### src/rtl/bbc_pkg.sv
package bbc_pkg;

    localparam int BBC_ADDR_W = 32;
    localparam int BBC_DATA_W = 32;
    localparam int BBC_RPT_W  = 12;
    localparam int BBC_CHANS  = 2;
    localparam int BBC_CTRL_W = 10;

    // Per-channel control word, bit 0 at the bottom
    typedef struct packed {
        logic       defer_exec;   // bit 9
        logic [1:0] size_sel;     // bits 8:7
        logic [1:0] dir_sel;      // bits 6:5
        logic [1:0] kind_sel;     // bits 4:3
        logic       dbus_sel;     // bit 2
        logic       abus_sel;     // bit 1
        logic       enable;       // bit 0
    } ch_ctrl_t;

    typedef struct packed {
        logic       fetch;
        logic       write;
        logic [1:0] size;
    } cyc_attr_t;

    typedef enum logic [2:0] {
        FLD_AVAL  = 3'd0,
        FLD_AMSK  = 3'd1,
        FLD_DVAL  = 3'd2,
        FLD_DMSK  = 3'd3,
        FLD_CTRL  = 3'd4,
        FLD_EXTRA = 3'd5,
        FLD_CLEAR = 3'd6
    } cfg_field_e;

    // 00 any, 01 first-kind only, 10 second-kind only, 11 never
    function automatic logic qual_ok(input logic [1:0] sel, input logic is_first);
        return (sel == 2'b00) || (sel == 2'b01 && is_first) || (sel == 2'b10 && !is_first);
    endfunction

    function automatic logic size_ok(input logic [1:0] sel, input logic [1:0] sz);
        return (sel == 2'b00) || (sel == sz);
    endfunction

endpackage

### src/rtl/bbc_channel.sv
module bbc_channel
    import bbc_pkg::*;
#(
    parameter int ADDR_W = BBC_ADDR_W,
    parameter int DATA_W = BBC_DATA_W
) (
    input  logic              clk,
    input  logic              rst,
    input  logic              cyc_valid,
    input  cyc_attr_t         attr,
    input  logic [ADDR_W-1:0] addr_bus0,
    input  logic [ADDR_W-1:0] addr_bus1,
    input  logic [DATA_W-1:0] data_bus0,
    input  logic [DATA_W-1:0] data_bus1,
    input  ch_ctrl_t          ctrl,
    input  logic [ADDR_W-1:0] addr_val,
    input  logic [ADDR_W-1:0] addr_msk,
    input  logic [DATA_W-1:0] data_val,
    input  logic [DATA_W-1:0] data_msk,
    output logic              hit
);

    logic [ADDR_W-1:0] a_src;
    logic [DATA_W-1:0] d_src;
    logic              addr_ok, data_ok, attr_ok;

    always_comb begin
        a_src   = ctrl.abus_sel ? addr_bus1 : addr_bus0;
        d_src   = ctrl.dbus_sel ? data_bus1 : data_bus0;
        addr_ok = ((a_src ^ addr_val) & ~addr_msk) == '0;
        data_ok = ((d_src ^ data_val) & ~data_msk) == '0;
        attr_ok = qual_ok(ctrl.kind_sel, attr.fetch)
                & qual_ok(ctrl.dir_sel, !attr.write)
                & size_ok(ctrl.size_sel, attr.size);
        hit     = cyc_valid & ctrl.enable & addr_ok & data_ok & attr_ok;
    end

    // idle bus cycles never produce a channel match
    a_r1_idle_no_hit: assert property (@(posedge clk) disable iff (rst)
        !cyc_valid |-> !hit);

endmodule

### src/rtl/bbc_seq.sv
module bbc_seq #(
    parameter int RPT_W = bbc_pkg::BBC_RPT_W
) (
    input  logic             clk,
    input  logic             rst,
    input  logic             hit_a,
    input  logic             hit_b,
    input  logic             seq_mode,
    input  logic [RPT_W-1:0] rpt_lim,
    input  logic             clr_armed,
    input  logic             clr_cnt,
    output logic             fire_a,
    output logic             fire_b,
    output logic             evt_b
);

    logic             armed_q;
    logic [RPT_W-1:0] cnt_q;
    logic             reach;

    always_comb begin
        fire_a = hit_a & ~seq_mode;
        evt_b  = hit_b & (~seq_mode | armed_q);
        reach  = (rpt_lim <= RPT_W'(1))
               || (({1'b0, cnt_q} + 1'b1) == {1'b0, rpt_lim});
        fire_b = evt_b & reach;
    end

    always_ff @(posedge clk) begin
        if (rst) begin
            armed_q <= 1'b0;
        end else if (clr_armed) begin
            armed_q <= 1'b0;
        end else if (seq_mode && fire_b) begin
            armed_q <= 1'b0;
        end else if (seq_mode && hit_a) begin
            armed_q <= 1'b1;
        end
    end

    always_ff @(posedge clk) begin
        if (rst) begin
            cnt_q <= '0;
        end else if (clr_cnt || fire_b) begin
            cnt_q <= '0;
        end else if (evt_b) begin
            cnt_q <= cnt_q + 1'b1;
        end
    end

    // a lone A match in sequential mode leaves the sequence armed
    a_r6_arm_on_a: assert property (@(posedge clk) disable iff (rst)
        seq_mode && hit_a && !fire_b && !clr_armed |=> armed_q);

    // the counter never reaches a limit above one
    a_r7_cnt_bound: assert property (@(posedge clk) disable iff (rst)
        (rpt_lim > RPT_W'(1)) |-> (cnt_q < rpt_lim));

    // rewriting the limit restarts the count
    a_r7_cnt_restart: assert property (@(posedge clk) disable iff (rst)
        clr_cnt |=> (cnt_q == '0));

endmodule

### src/rtl/bus_break_cmp.sv
module bus_break_cmp
    import bbc_pkg::*;
#(
    parameter int ADDR_W = BBC_ADDR_W,
    parameter int DATA_W = BBC_DATA_W,
    parameter int RPT_W  = BBC_RPT_W,
    parameter int REG_W  = 32
) (
    input  logic              clk,
    input  logic              rst,
    input  logic              cfg_we,
    input  logic [3:0]        cfg_addr,
    input  logic [REG_W-1:0]  cfg_wdata,
    input  logic              cyc_valid,
    input  logic              cyc_fetch,
    input  logic              cyc_write,
    input  logic [1:0]        cyc_size,
    input  logic [ADDR_W-1:0] addr_bus0,
    input  logic [ADDR_W-1:0] addr_bus1,
    input  logic [DATA_W-1:0] data_bus0,
    input  logic [DATA_W-1:0] data_bus1,
    input  logic              insn_retire,
    output logic              brk_req,
    output logic [1:0]        match_flags
);

    localparam int NCH = BBC_CHANS;

    logic [ADDR_W-1:0] aval_q [NCH];
    logic [ADDR_W-1:0] amsk_q [NCH];
    logic [DATA_W-1:0] dval_q [NCH];
    logic [DATA_W-1:0] dmsk_q [NCH];
    ch_ctrl_t          ctrl_q [NCH];
    logic              seq_q;
    logic [RPT_W-1:0]  lim_q;

    logic              wr_ch;
    logic [2:0]        wr_fld;
    logic              mode_wr, lim_wr;
    logic [1:0]        clr_vec;
    cyc_attr_t         attr;
    logic [NCH-1:0]    hit;
    logic              fire_a, fire_b, evt_b;
    logic              defer_a, defer_b, pend_set, now_req;
    logic              pend_q;
    logic [1:0]        flag_q;

    assign wr_ch   = cfg_addr[3];
    assign wr_fld  = cfg_addr[2:0];
    assign mode_wr = cfg_we && !wr_ch && wr_fld == FLD_EXTRA;
    assign lim_wr  = cfg_we &&  wr_ch && wr_fld == FLD_EXTRA;
    assign clr_vec = (cfg_we && !wr_ch && wr_fld == FLD_CLEAR) ? cfg_wdata[1:0] : 2'b00;
    assign attr    = {cyc_fetch, cyc_write, cyc_size};

    always_ff @(posedge clk) begin
        if (rst) begin
            for (int c = 0; c < NCH; c++) begin
                aval_q[c] <= '0;
                amsk_q[c] <= '0;
                dval_q[c] <= '0;
                dmsk_q[c] <= '0;
                ctrl_q[c] <= '0;
            end
            seq_q <= 1'b0;
            lim_q <= '0;
        end else if (cfg_we) begin
            case (wr_fld)
                FLD_AVAL:  aval_q[wr_ch] <= cfg_wdata[ADDR_W-1:0];
                FLD_AMSK:  amsk_q[wr_ch] <= cfg_wdata[ADDR_W-1:0];
                FLD_DVAL:  dval_q[wr_ch] <= cfg_wdata[DATA_W-1:0];
                FLD_DMSK:  dmsk_q[wr_ch] <= cfg_wdata[DATA_W-1:0];
                FLD_CTRL:  ctrl_q[wr_ch] <= ch_ctrl_t'(cfg_wdata[BBC_CTRL_W-1:0]);
                FLD_EXTRA: begin
                    if (wr_ch) lim_q <= cfg_wdata[RPT_W-1:0];
                    else       seq_q <= cfg_wdata[0];
                end
                default: ;
            endcase
        end
    end

    for (genvar g = 0; g < NCH; g++) begin : g_ch
        bbc_channel #(.ADDR_W(ADDR_W), .DATA_W(DATA_W)) u_ch (
            .clk       (clk),
            .rst       (rst),
            .cyc_valid (cyc_valid),
            .attr      (attr),
            .addr_bus0 (addr_bus0),
            .addr_bus1 (addr_bus1),
            .data_bus0 (data_bus0),
            .data_bus1 (data_bus1),
            .ctrl      (ctrl_q[g]),
            .addr_val  (aval_q[g]),
            .addr_msk  (amsk_q[g]),
            .data_val  (dval_q[g]),
            .data_msk  (dmsk_q[g]),
            .hit       (hit[g])
        );
    end

    bbc_seq #(.RPT_W(RPT_W)) u_seq (
        .clk       (clk),
        .rst       (rst),
        .hit_a     (hit[0]),
        .hit_b     (hit[1]),
        .seq_mode  (seq_q),
        .rpt_lim   (lim_q),
        .clr_armed (mode_wr),
        .clr_cnt   (lim_wr),
        .fire_a    (fire_a),
        .fire_b    (fire_b),
        .evt_b     (evt_b)
    );

    always_comb begin
        defer_a  = ctrl_q[0].defer_exec & cyc_fetch;
        defer_b  = ctrl_q[1].defer_exec & cyc_fetch;
        pend_set = (fire_a & defer_a) | (fire_b & defer_b);
        now_req  = (fire_a & ~defer_a) | (fire_b & ~defer_b);
        brk_req  = now_req | (pend_q & insn_retire);
    end

    always_ff @(posedge clk) begin
        if (rst) begin
            pend_q <= 1'b0;
            flag_q <= 2'b00;
        end else begin
            pend_q <= pend_set | (pend_q & ~insn_retire);
            flag_q <= (flag_q & ~clr_vec) | {evt_b, hit[0]};
        end
    end

    assign match_flags = flag_q;

    // flags persist until a write-one clear
    a_r9_flag_a_sticky: assert property (@(posedge clk) disable iff (rst)
        flag_q[0] && !clr_vec[0] |=> flag_q[0]);
    a_r9_flag_b_sticky: assert property (@(posedge clk) disable iff (rst)
        flag_q[1] && !clr_vec[1] |=> flag_q[1]);

    // a deferred break drains on retirement
    a_r8_pend_drain: assert property (@(posedge clk) disable iff (rst)
        pend_q && insn_retire && !pend_set |=> !pend_q);

    // a request always has a bus cycle or a retirement behind it
    a_r5_req_cause: assert property (@(posedge clk) disable iff (rst)
        brk_req |-> (cyc_valid || insn_retire));

endmodule

### config.mk
export PLATFORM = sky130hd
export DESIGN_NAME = bus_break_cmp
export DESIGN_NICKNAME = d
export VERILOG_FILES = /design/src/rtl/bbc_pkg.sv /design/src/rtl/bbc_channel.sv /design/src/rtl/bbc_seq.sv /design/src/rtl/bus_break_cmp.sv
export SDC_FILE = /design/constraint.sdc
export NUM_CORES = 1
export LEC_CHECK = 0
export ABC_AREA = 1
export BUFFER_PORTS_ARGS = -buffer_cell sky130_fd_sc_hd__buf_2
export CORE_MARGIN = 5
export CORE_UTILIZATION = 54
export DETAILED_ROUTE_END_ITERATION = 6
export PLACE_DENSITY_LB_ADDON = 0.08
export SYNTH_ARGS = -nofsm -noshare
export SYNTH_HDL_FRONTEND = slang
export SYNTH_SLANG_ARGS = --single-unit
### constraint.sdc
create_clock -name clk -period 3.2 [get_ports clk]
set_clock_uncertainty 0.1 [all_clocks]
set_input_delay 0.64 -clock clk [delete_from_list [all_inputs] [get_ports clk]]
set_output_delay 0.64 -clock clk [all_outputs]
set_load 0.005 [all_outputs]
# [Word-level counts from Yosys, hierarchy flattened]
# Memories as Yosys holds them, arrays and structs flattened.
# Index checks and enable logic that the tools add are counted.
[word_totals] regBits=29 ramBits=276 in_bits=173 output_inout_bits=3 elab_cells=171 mem_count=5
[mem_list] memory="amsk_q" words=2 width=32 read_ports=2 rd_clocked_by_memory_dff=0 write_ports=2 line_no="bus_break_cmp.sv:30" rtl="logic [ADDR_W-1:0] amsk_q [NCH];"
[mem_list] memory="aval_q" words=2 width=32 read_ports=2 rd_clocked_by_memory_dff=0 write_ports=2 line_no="bus_break_cmp.sv:29" rtl="logic [ADDR_W-1:0] aval_q [NCH];"
[mem_list] memory="dmsk_q" words=2 width=32 read_ports=2 rd_clocked_by_memory_dff=0 write_ports=2 line_no="bus_break_cmp.sv:32" rtl="logic [DATA_W-1:0] dmsk_q [NCH];"
[mem_list] memory="dval_q" words=2 width=32 read_ports=2 rd_clocked_by_memory_dff=0 write_ports=2 line_no="bus_break_cmp.sv:31" rtl="logic [DATA_W-1:0] dval_q [NCH];"
[mem_list] memory="ctrl_q" words=2 width=10 read_ports=2 rd_clocked_by_memory_dff=0 write_ports=2 line_no="bus_break_cmp.sv:33" rtl="ch_ctrl_t ctrl_q [NCH];"
[op_classes] add_sub_neg=2 magnitude_cmp=1 eq_ne=17 n_mux=42 bitwise_logic=48 reduce_logical=50
[ops] cell="32-bit two-way mux" n=8
[ops] cell="32-bit bitwise AND" n=4
[ops] cell="32-bit logical NOT" n=4
[ops] cell="32-bit inverter" n=4
[ops] cell="32-bit OR reduction" n=4
[ops] cell="32-bit XOR" n=4
[ops] cell="1-bit two-way mux" n=32
[ops] cell="1-bit bitwise AND" n=23
[ops] cell="1-bit logical AND" n=15
[ops] cell="12-bit by 1-bit adder with 13-bit output (second input constant)" n=1
[ops] cell="13-bit by 12-bit equality test with 1-bit output" n=1
[ops] cell="12-bit by 1-bit adder with 12-bit output (second input constant)" n=1
[ops] cell="12-bit by 1-bit less-or-equal comparator with 1-bit output (second input constant)" n=1
[ops] cell="2-bit logical NOT" n=6
[ops] cell="1-bit logical OR" n=12
[ops] cell="10-bit two-way mux" n=1
[ops] cell="10-bit OR reduction" n=1
[ops] cell="3-bit equality test (second input constant)" n=3
[ops] cell="2-bit by 1-bit equality test with 1-bit output (second input constant)" n=4
[ops] cell="2-bit equality test (second input constant)" n=4
[ops] cell="3-bit by 2-bit equality test with 1-bit output (second input constant)" n=2
[ops] cell="3-bit AND reduction" n=2
[ops] cell="1-bit inverter" n=5
[ops] cell="1-bit OR" n=5
[ops] cell="other kinds (10)" n=13

# [Logic depth before layout (Yosys ltp)]
# Gate-level depths: netlist of run 1.
[depth] word_depth=12 ltp_mapped=17 mapped_depth_nobuf=16

# [By module]
# From an unflattened synthesis of run 1, not the netlist that was laid out.
[hier_totals] cells_unflattened=1959 area_unflattened_um2=16113.0
[modules_own_cells] module="bus_break_cmp" instances=1 cells_each=729 area_per_inst_um2=10328.7 seq_area_each_um2=8608.3
[modules_own_cells] module="bbc_channel" instances=2 cells_each=514 area_per_inst_um2=2342.2 seq_area_each_um2=0.0
[modules_own_cells] module="bbc_seq" instances=1 cells_each=202 area_per_inst_um2=1099.8 seq_area_each_um2=260.2

# [Least setup slack after synthesis of run 1]
# Ideal clock, no wire load.
[synth_path] path_type="input -> register" startpoint="input cfg_we" endpoint="memory dmsk_q[0][0] (netlist bit), enable pin" setup_time_ps=389 arrival_ps=2396 required_time_ps=2711 slack_ps=314 stages=5 path_buffers=1 path_cell_list="inv_1 nor3_1 nand4_1 clkbuf_1 nand2_1"
[synth_rtl] item="start: declaration" line_no="bus_break_cmp.sv:11" rtl="input logic cfg_we,"
[synth_rtl] item="end: declaration" line_no="bus_break_cmp.sv:32"

==> results of run 1 <==
metal layers:
layer / GRT usage (%) / part of all wire, %
met4: 9.91 / 3.6
met3: 4.38 / 9.7
met5: 0 / 0.022
met1: 39.8 / 40
met2: 47.9 / 46
registers in the layout, summed over array words and instances (netlist names):
name,count
amsk_q,64
aval_q,64
dmsk_q,64
dval_q,64
ctrl_q,20
lim_q,12
u_seq.cnt_q,12
match_flags,2
pend_q,1
seq_q,1
u_seq.armed_q,1
per-stage QoR:
stage               setup WS, ps  hold slack (ps)  power, mW
floorplan                    314              364       5.33
global placement            66.5              365       5.81
detailed placement          60.9              378       5.84
CTS                         -351              287       9.85
global route                -442              311       10.2
finish                      -310              301       9.87
power by group:
group | internal [mW] | leakage [nW] | switching [mW]
clock network | 2.44 | 0.563 | 1.61
logic | 0.418 | 5.08 | 0.780
registers | 4.55 | 2.87 | 0.0752
total | 7.41 | 8.51 | 2.46
cell usage after synthesis, types with 3 or more instances:
library cell and n:
nand3b_1 167, edfxtp_1 276, nor3_1 6, nand3_1 73, inv_1 159, o211ai_1 17, nand2_1 651, a21oi_2 11
a21oi_1 30, dfxtp_1 29, nand4_1 8, clkbuf_1 41, xor2_1 6, o21ai_1 3, buf_6 9, nor2_1 355
buf_4 3, buf_2 17, o21ai_0 45, inv_2 3
logic make-up after synthesis:
family,after synthesis,synth area share (%)
AO/OA/AOI/OAI,109,3.95
XOR/XNOR,7,0.380
adder cells (fa/ha/maj),1,0.0776
buffers and inverters,236,6.13
flip-flops,305,55.0
multiplexers,1,0.0699
AND/OR/NAND/NOR,1269,34.4
path summary, 6_finish.rpt:
path               endpoint  slack, ps            from  depth (start not counted)
max reg2reg  u_seq.cnt_q[0]        560    ctrl_q[1][1]                         14
min          match_flags[1]        300             rst                          2
max                 brk_req       -310    ctrl_q[0][2]                         11
min reg2reg  match_flags[0]        380  match_flags[0]                          2
cell type report:
type	instances	area share, %
Timing Repair Buffer	246	8.33
Inverter	165	3.32
Sequential cell	305	46.5
Clock inverter	16	0.793
Multi-Input combinational cell	1387	33.3
Tap cell	390	2.56
Clock buffer	47	5.26
cells in the final DEF (no fill, tap or decap), types with 3 or more instances in the layout:
| master | instances |
|---|---|
| inv_2 | 3 |
| nand2_1 | 643 |
| nor2_4 | 4 |
| nand4_1 | 8 |
| clkbuf_1 | 6 |
| nand3b_1 | 167 |
| clkbuf_8 | 4 |
| o211ai_1 | 17 |
| nand3_2 | 4 |
| a21oi_1 | 30 |
| o21ai_0 | 41 |
| xor2_1 | 6 |
| a21oi_2 | 11 |
| buf_4 | 53 |
| buf_6 | 5 |
| nand2_2 | 8 |
| nand3_1 | 69 |
| o21ai_1 | 6 |
| clkinv_1 | 10 |
| buf_12 | 9 |
| nor2_1 | 346 |
| dfxtp_1 | 29 |
| clkinv_2 | 3 |
| nor3_1 | 5 |
| nor2_2 | 6 |
| bufinv_16 | 3 |
| buf_2 | 175 |
| clkbuf_16 | 39 |
| edfxtp_1 | 276 |
| inv_1 | 158 |
repair_timing:
item | in CTS | in global routing
buffers inserted | 3 | 1
endpoints found under the hold margin | 0 | 0
endpoints found under the setup margin | 1 | 1
gates resized for setup | 18 | 37
pin swaps | 1 | 16
gates cloned | 0 | 2
==> impl_metrics.py, run 1 <==
metrics = {
    "finish": {
        "finalInstanceArea_mm2": 0.0191,
        "multi_input_area_mm2": 0.00635,
        "n_antenna_cell": 0,
        "n_fill_cell": 2530,
        "stdcell_count": 2556,
        "area_delta_synth_final_pct": 18.5,
        "drive_above_1_share_pct": 15.7,
        "final_nets": 2314,
        "regArea_mm2": 0.00887,
        "fin_util_pct": 64.6,
    },
    "min_path": {
        "min_path_type": "input pin to flip-flop",
    },
    "worst_setup_path": {
        "critPathLaunchType": "flip-flop",
        "cpMostUsedCell": "nand2_1",
        "path_max_fanout": 24,
        "critPathKind": "flip-flop to primary output",
        "path_cells": "buf_12 -> o21ai_0 -> nand2_1 -> nand2_1 -> nand2_1 -> nor2_1 -> nand3b_1 -> nor2_4 -> nand4_1 -> o211ai_1 -> buf_2",
        "endpoint_kind": "primary output",
        "critPathMaxStageDelay_ps": 550,
        "crit_slowest_cell": "edfxtp_1",
        "worstPathRequired_ps": 2460,
        "cp_num_buf_inv": 2,
        "critical_path.top_delay_family": "simple AND/OR/NAND/NOR gates",
        "arrival_ps": 2770,
    },
    "synthesis": {
        "syn_area_mm2": 0.0161,
        "synth.area.top_cells": "edfxtp_1 (51%), nand2_1 (15%), nor2_1 (8.3%), nand3b_1 (7.8%), inv_1 (3.7%)",
        "synth_nets": 2102,
        "netlist_instances": 1928,
        "ys_warn_count": 0,
        "synth_edf_count": 276,
        "ys_ff_latch": 305,
        "postSynthAreaPerCell_um2": 8.36,
        "seq_area_frac_synth_pct": 55.0,
        "yosysTopAreaCell": "edfxtp_1",
        "synth_top_flop_cell": "edfxtp_1",
        "yosys.area.top_type_share_pct": 51.4,
        "async_reset_ff_share_pct": 0,
        "synth_cell_types": 34,
    },
    "global_route": {
        "grt_max_degree": 33,
        "grt-ovfl-total": 0,
        "grt_pass1_vias": 13800,
        "grt_pass1_wl_um": 75100,
        "grt_usage_pct": 29.1,
        "antenna_found_initial": 1,
    },
    "cts": {
        "clock_sinks": 305,
        "root_buffer": "clkbuf_16",
        "postCtsHoldBufs": 0,
        "clk_pin_slew_worst_paths_ps": 60,
        "numCtsBuffers": 35,
        "worstSkewPairLatency_ps": 510,
        "h-tree-depth": 2,
        "clockBufferDepth": 3,
        "cts_tree": "done",
    },
    "flow_run": {
        "drv_cap": 0,
    },
    "timing": {
        "finalHoldViolCount": 0,
        "relSlewSlack_pct": 56.3,
        "fin_setup_tns_ps": -310,
        "fin_crit_sh_pct": 110,
        "rsz0062_at_grt": "yes",
        "setup_viol": 1,
        "period_minus_slack_ps": 3510,
        "maxSlewViolCount": 0,
        "fmax_mhz": 285,
        "worst_pin_slew_ps": 655,
        "layout_setup_ws_ps": -310,
    },
    "placed_design": {
        "port_buffers": 175,
        "routabilityCongestion": 0.875,
        "dpl_cell_area_mm2": 0.0177,
        "dpl.hpwl_um": 34800,
        "place_inst": 2487,
    },
    "run_status": {
        "status": "finished with violations",
        "violations": "setup timing",
    },
    "die": {
        "dieArea_mm2": 0.0334,
        "die_w_um": 183,
        "core_area_mm2": 0.0296,
        "die_h_um": 183,
        "rows": 63,
        "io_pins": 176,
        "start_util_pct": 54.5,
    },
    "power_and_ir_drop": {
        "power_leakage_nw": 8.51,
        "irDropWorstVdd_mv": 0.407,
        "power_density_mw_per_mm2": 517,
    },
    "detailed_routing": {
        "via_per_inst": 5.53,
        "wl_per_cell_um": 19.3,
        "vias": 14100,
        "routed_wl_um": 49400,
        "drt_iter0_markers": 1437,
        "antenna_left": 0,
        "dr.pass1.iters": 6,
        "drc": 0,
    },
}
Note: power is estimated with default switching activity, not from simulation.
==> run 2, diff against run 1 <==
--- a/config.mk
+++ b/config.mk
@@ -5,10 +5,11 @@
 export SDC_FILE = /design/constraint.sdc
 export NUM_CORES = 1
 export LEC_CHECK = 0
-export ABC_AREA = 1
 export BUFFER_PORTS_ARGS = -buffer_cell sky130_fd_sc_hd__buf_2
+export CELL_PAD_IN_SITES_DETAIL_PLACEMENT = 1
+export CELL_PAD_IN_SITES_GLOBAL_PLACEMENT = 1
 export CORE_MARGIN = 5
-export CORE_UTILIZATION = 54
+export CORE_UTILIZATION = 48
 export DETAILED_ROUTE_END_ITERATION = 6
 export PLACE_DENSITY_LB_ADDON = 0.08
 export SYNTH_ARGS = -nofsm -noshare
==> run 2 against run 1 <==
Net effect:
- the flow still finishes with violations (setup timing)
- setup slack worse by 550 ps
- die area is 7.2% higher
- design area fell by 1.3%
- first-iteration DRC count shrank 35%
- wire length up 0.64%
- fmax down 14%
- worst hold slack gained 43 ps
- via count fell by 22%
- total power fell by 2.6%
==> impl_metrics.py, run 2 <==
metrics = {
    "placed_design": {
        "pre_cts_ws_ps": -898,
        "port_buffers": 175,
        "dpl_cell_area_mm2": 0.0174,
        "dpl.hpwl_um": 34400,
        "routabilityCongestion": 0.861,
    },
    "cts": {
        "clock_sinks": 305,
        "numCtsBuffers": 31,
        "worstSkewPairLatency_ps": 570,
        "h-tree-depth": 1,
        "postCtsHoldBufs": 0,
        "clockBufferDepth": 3,
        "clk_pin_slew_worst_paths_ps": 60,
        "cts_tree": "done",
        "root_buffer": "clkbuf_16",
    },
    "synthesis": {
        "async_reset_ff_share_pct": 0,
        "synth_top_family_by_area": "simple AND/OR/NAND/NOR gates",
        "synthAdderAreaFrac_pct": 0.0812,
        "netlist_instances": 1234,
        "ys_ff_latch": 305,
        "ys_warn_count": 0,
        "synth_nets": 1408,
        "synthXorXnorAreaFrac_pct": 8.07,
        "muxShareOfSynthArea_pct": 9.35,
        "synth_compound_area_share_pct": 4.17,
        "synth_top_flop_cell": "edfxtp_1",
        "yosysTopAreaCell": "edfxtp_1",
        "yosys.area.top_type_share_pct": 53.8,
        "seq_area_frac_synth_pct": 57.6,
        "synth.area.top_cells": "edfxtp_1 (54%), and2_1 (11%), mux2i_1 (9.4%), xor2_1 (6.9%), dfxtp_1 (3.8%)",
        "synth_edf_count": 276,
        "yosysMostFrequentCell": "and2_1",
        "synth_cell_types": 48,
        "postSynthAreaPerCell_um2": 12.5,
        "synth_simple_gate_area_share_pct": 18.3,
        "syn_area_mm2": 0.0154,
        "netlist_top_cells_count": "and2_1 (278), edfxtp_1 (276), mux2i_1 (144)",
    },
    "finish": {
        "final_nets": 1679,
        "finalInstanceArea_mm2": 0.0188,
        "final_cell_mix": "and2_1 (278), edfxtp_1 (276), buf_2 (175), mux2i_1 (131), xor2_1 (121)",
        "layout_commonest_cell": "and2_1",
        "n_antenna_cell": 0,
        "area_delta_synth_final_pct": 22.2,
        "fin_util_pct": 59.5,
        "drive_above_1_share_pct": 27.8,
        "n_fill_cell": 3290,
    },
    "power_and_ir_drop": {
        "pwr-share-comb_pct": 12.8,
        "switching_share_pct": 24.7,
        "p_seq_share_pct": 48.2,
        "power_leakage_nw": 7.53,
        "p_int_mw": 7.24,
        "irDropWorstVdd_mv": 0.372,
        "p_clk_share_pct": 38.9,
        "power_density_mw_per_mm2": 511,
        "switching_power_mw": 2.38,
    },
    "detailed_routing": {
        "drc": 0,
        "wl_per_cell_um": 25.7,
        "dr.pass1.iters": 5,
        "vias": 11000,
        "drt_iter0_markers": 929,
        "routed_wl_um": 49700,
        "via_per_inst": 5.68,
        "antenna_left": 0,
    },
    "timing": {
        "layout_setup_ws_ps": -860,
        "fmax_mhz": 246,
        "finalHoldViolCount": 0,
        "fin_crit_sh_pct": 127,
        "relSlewSlack_pct": 29.0,
        "setup_viol": 1,
        "period_minus_slack_ps": 4060,
        "worst_pin_slew_ps": 1060,
        "whs_ps": 344,
        "maxSlewViolCount": 0,
        "rsz0062_at_grt": "yes",
    },
    "die": {
        "rows": 65,
        "start_util_pct": 48.7,
        "die_h_um": 189,
        "core_area_mm2": 0.0316,
        "die_w_um": 189,
        "io_pins": 176,
        "dieArea_mm2": 0.0358,
    },
    "global_route": {
        "grt_usage_pct": 27.2,
        "grt_pass1_wl_um": 72700,
        "antenna_found_initial": 2,
        "grt_pass1_vias": 11700,
        "grt_max_degree": 33,
        "grt-ovfl-total": 0,
    },
    "min_path": {
        "min_path_cells": 2,
        "min_path_type": "input pin to flip-flop",
    },
    "worst_setup_path": {
        "crit_slowest_cell": "edfxtp_1",
        "worstPathRequired_ps": 2460,
        "path_max_fanout": 8,
        "critPathLaunchType": "flip-flop",
        "cpMostUsedCell": "buf_4",
        "critPathKind": "flip-flop to primary output",
        "path_depth": 13,
        "critPathMaxStageDelay_ps": 420,
        "r2r_cells": 12,
        "critical_path.top_delay_family": "simple AND/OR/NAND/NOR gates",
        "path_cells": "buf_12 -> buf_4 -> buf_4 -> mux2i_1 -> xor2_1 -> o22ai_1 -> nor4_1 -> nand4_1 -> nor4_2 -> buf_4 -> a22oi_2 -> nand2_1 -> buf_2",
        "cp_num_buf_inv": 5,
        "endpoint_kind": "primary output",
        "arrival_ps": 3320,
    },
    "run_status": {
        "violations": "setup timing",
        "status": "finished with violations",
    },
    "flow_run": {
        "drv_cap": 0,
    },
}
[run 2: cell types whose count changed after synthesis, moves of 19 or more]
cell / previous run / this run
inv_1: 159 / 6
o22ai_1: 2 / 57
and2_1: 0 / 278
nand2_1: 651 / 37
xor2_1: 6 / 122
xnor2_1: 1 / 20
mux2i_1: 0 / 144
nor2_1: 355 / 38
nand3b_1: 167 / 0
nand3_1: 73 / 16
o21ai_0: 45 / 6
[run 2: cell type report]
| cell class | instances | area, um2 | share of cell area (%) |
|---|---|---|---|
| Tap cell | 402 | 503 | 2.67 |
| Inverter | 6 | 22.5 | 0.120 |
| Clock inverter | 19 | 201 | 1.07 |
| Sequential cell | 305 | 8870 | 47.1 |
| Multi-Input combinational cell | 860 | 6440 | 34.2 |
| Timing Repair Buffer | 301 | 1960 | 10.4 |
| Clock buffer | 38 | 842 | 4.47 |
[run 2: what timing repair did]
| action | CTS | global route |
|---|---|---|
| endpoints found under the setup margin | 16 | 15 |
| pin swaps | 9 | 15 |
| hold endpoints to repair | 0 | 0 |
| setup buffers | 7 | 8 |
| gates resized for setup | 14 | 36 |
[run 2: power by group through the flow]
stage | combinational, mW | clock [mW] | sequential [mW]
floorplan | 0.552 | 0 | 4.69
global placement | 1.14 | 0 | 4.70
detailed placement | 1.16 | 0 | 4.72
CTS | 1.20 | 3.79 | 4.64
global route | 1.31 | 3.98 | 4.65
finish | 1.23 | 3.75 | 4.64
[run 2: metal layers]
layer  vias to the layer above  wire, um  global-route usage (%)
met2                       393     24400                    46.3
met3                        73      3560                    4.92
li1                       4948         -                       -
met4                         0      1330                    7.40
met5                         -         0                       0
met1                      5549     20400                    36.1
[run 2: logic make-up after synthesis]
kind of cell,Yosys count
AOI/OAI and AO/OA,101
xor gates and xnor gates,142
adders and majority gates,1
buffers and inverters,69
DFF,305
muxes,144
and+or+nand+nor,472
[run 2: path summary, 6_finish.rpt]
path                 from        endpoint  slack [ps]
max          ctrl_q[0][1]         brk_req        -860
min                   rst           seq_q         340
max reg2reg  ctrl_q[1][1]  u_seq.cnt_q[8]          20
min reg2reg      lim_q[0]        lim_q[0]         370
[run 2: metrics by stage]
stage / std cells / TNS, ps / total power, mW
5_1_grt: 1931 / -1090 / 9.94
6_report: 1931 / -860 / 9.62
4_1_cts: 1924 / -911 / 9.62
3_5_place_dp: 1860 / -2070 / 5.88
3_3_place_gp: 1860 / -2170 / 5.84
2_1_floorplan: 1234 / 0 / 5.24
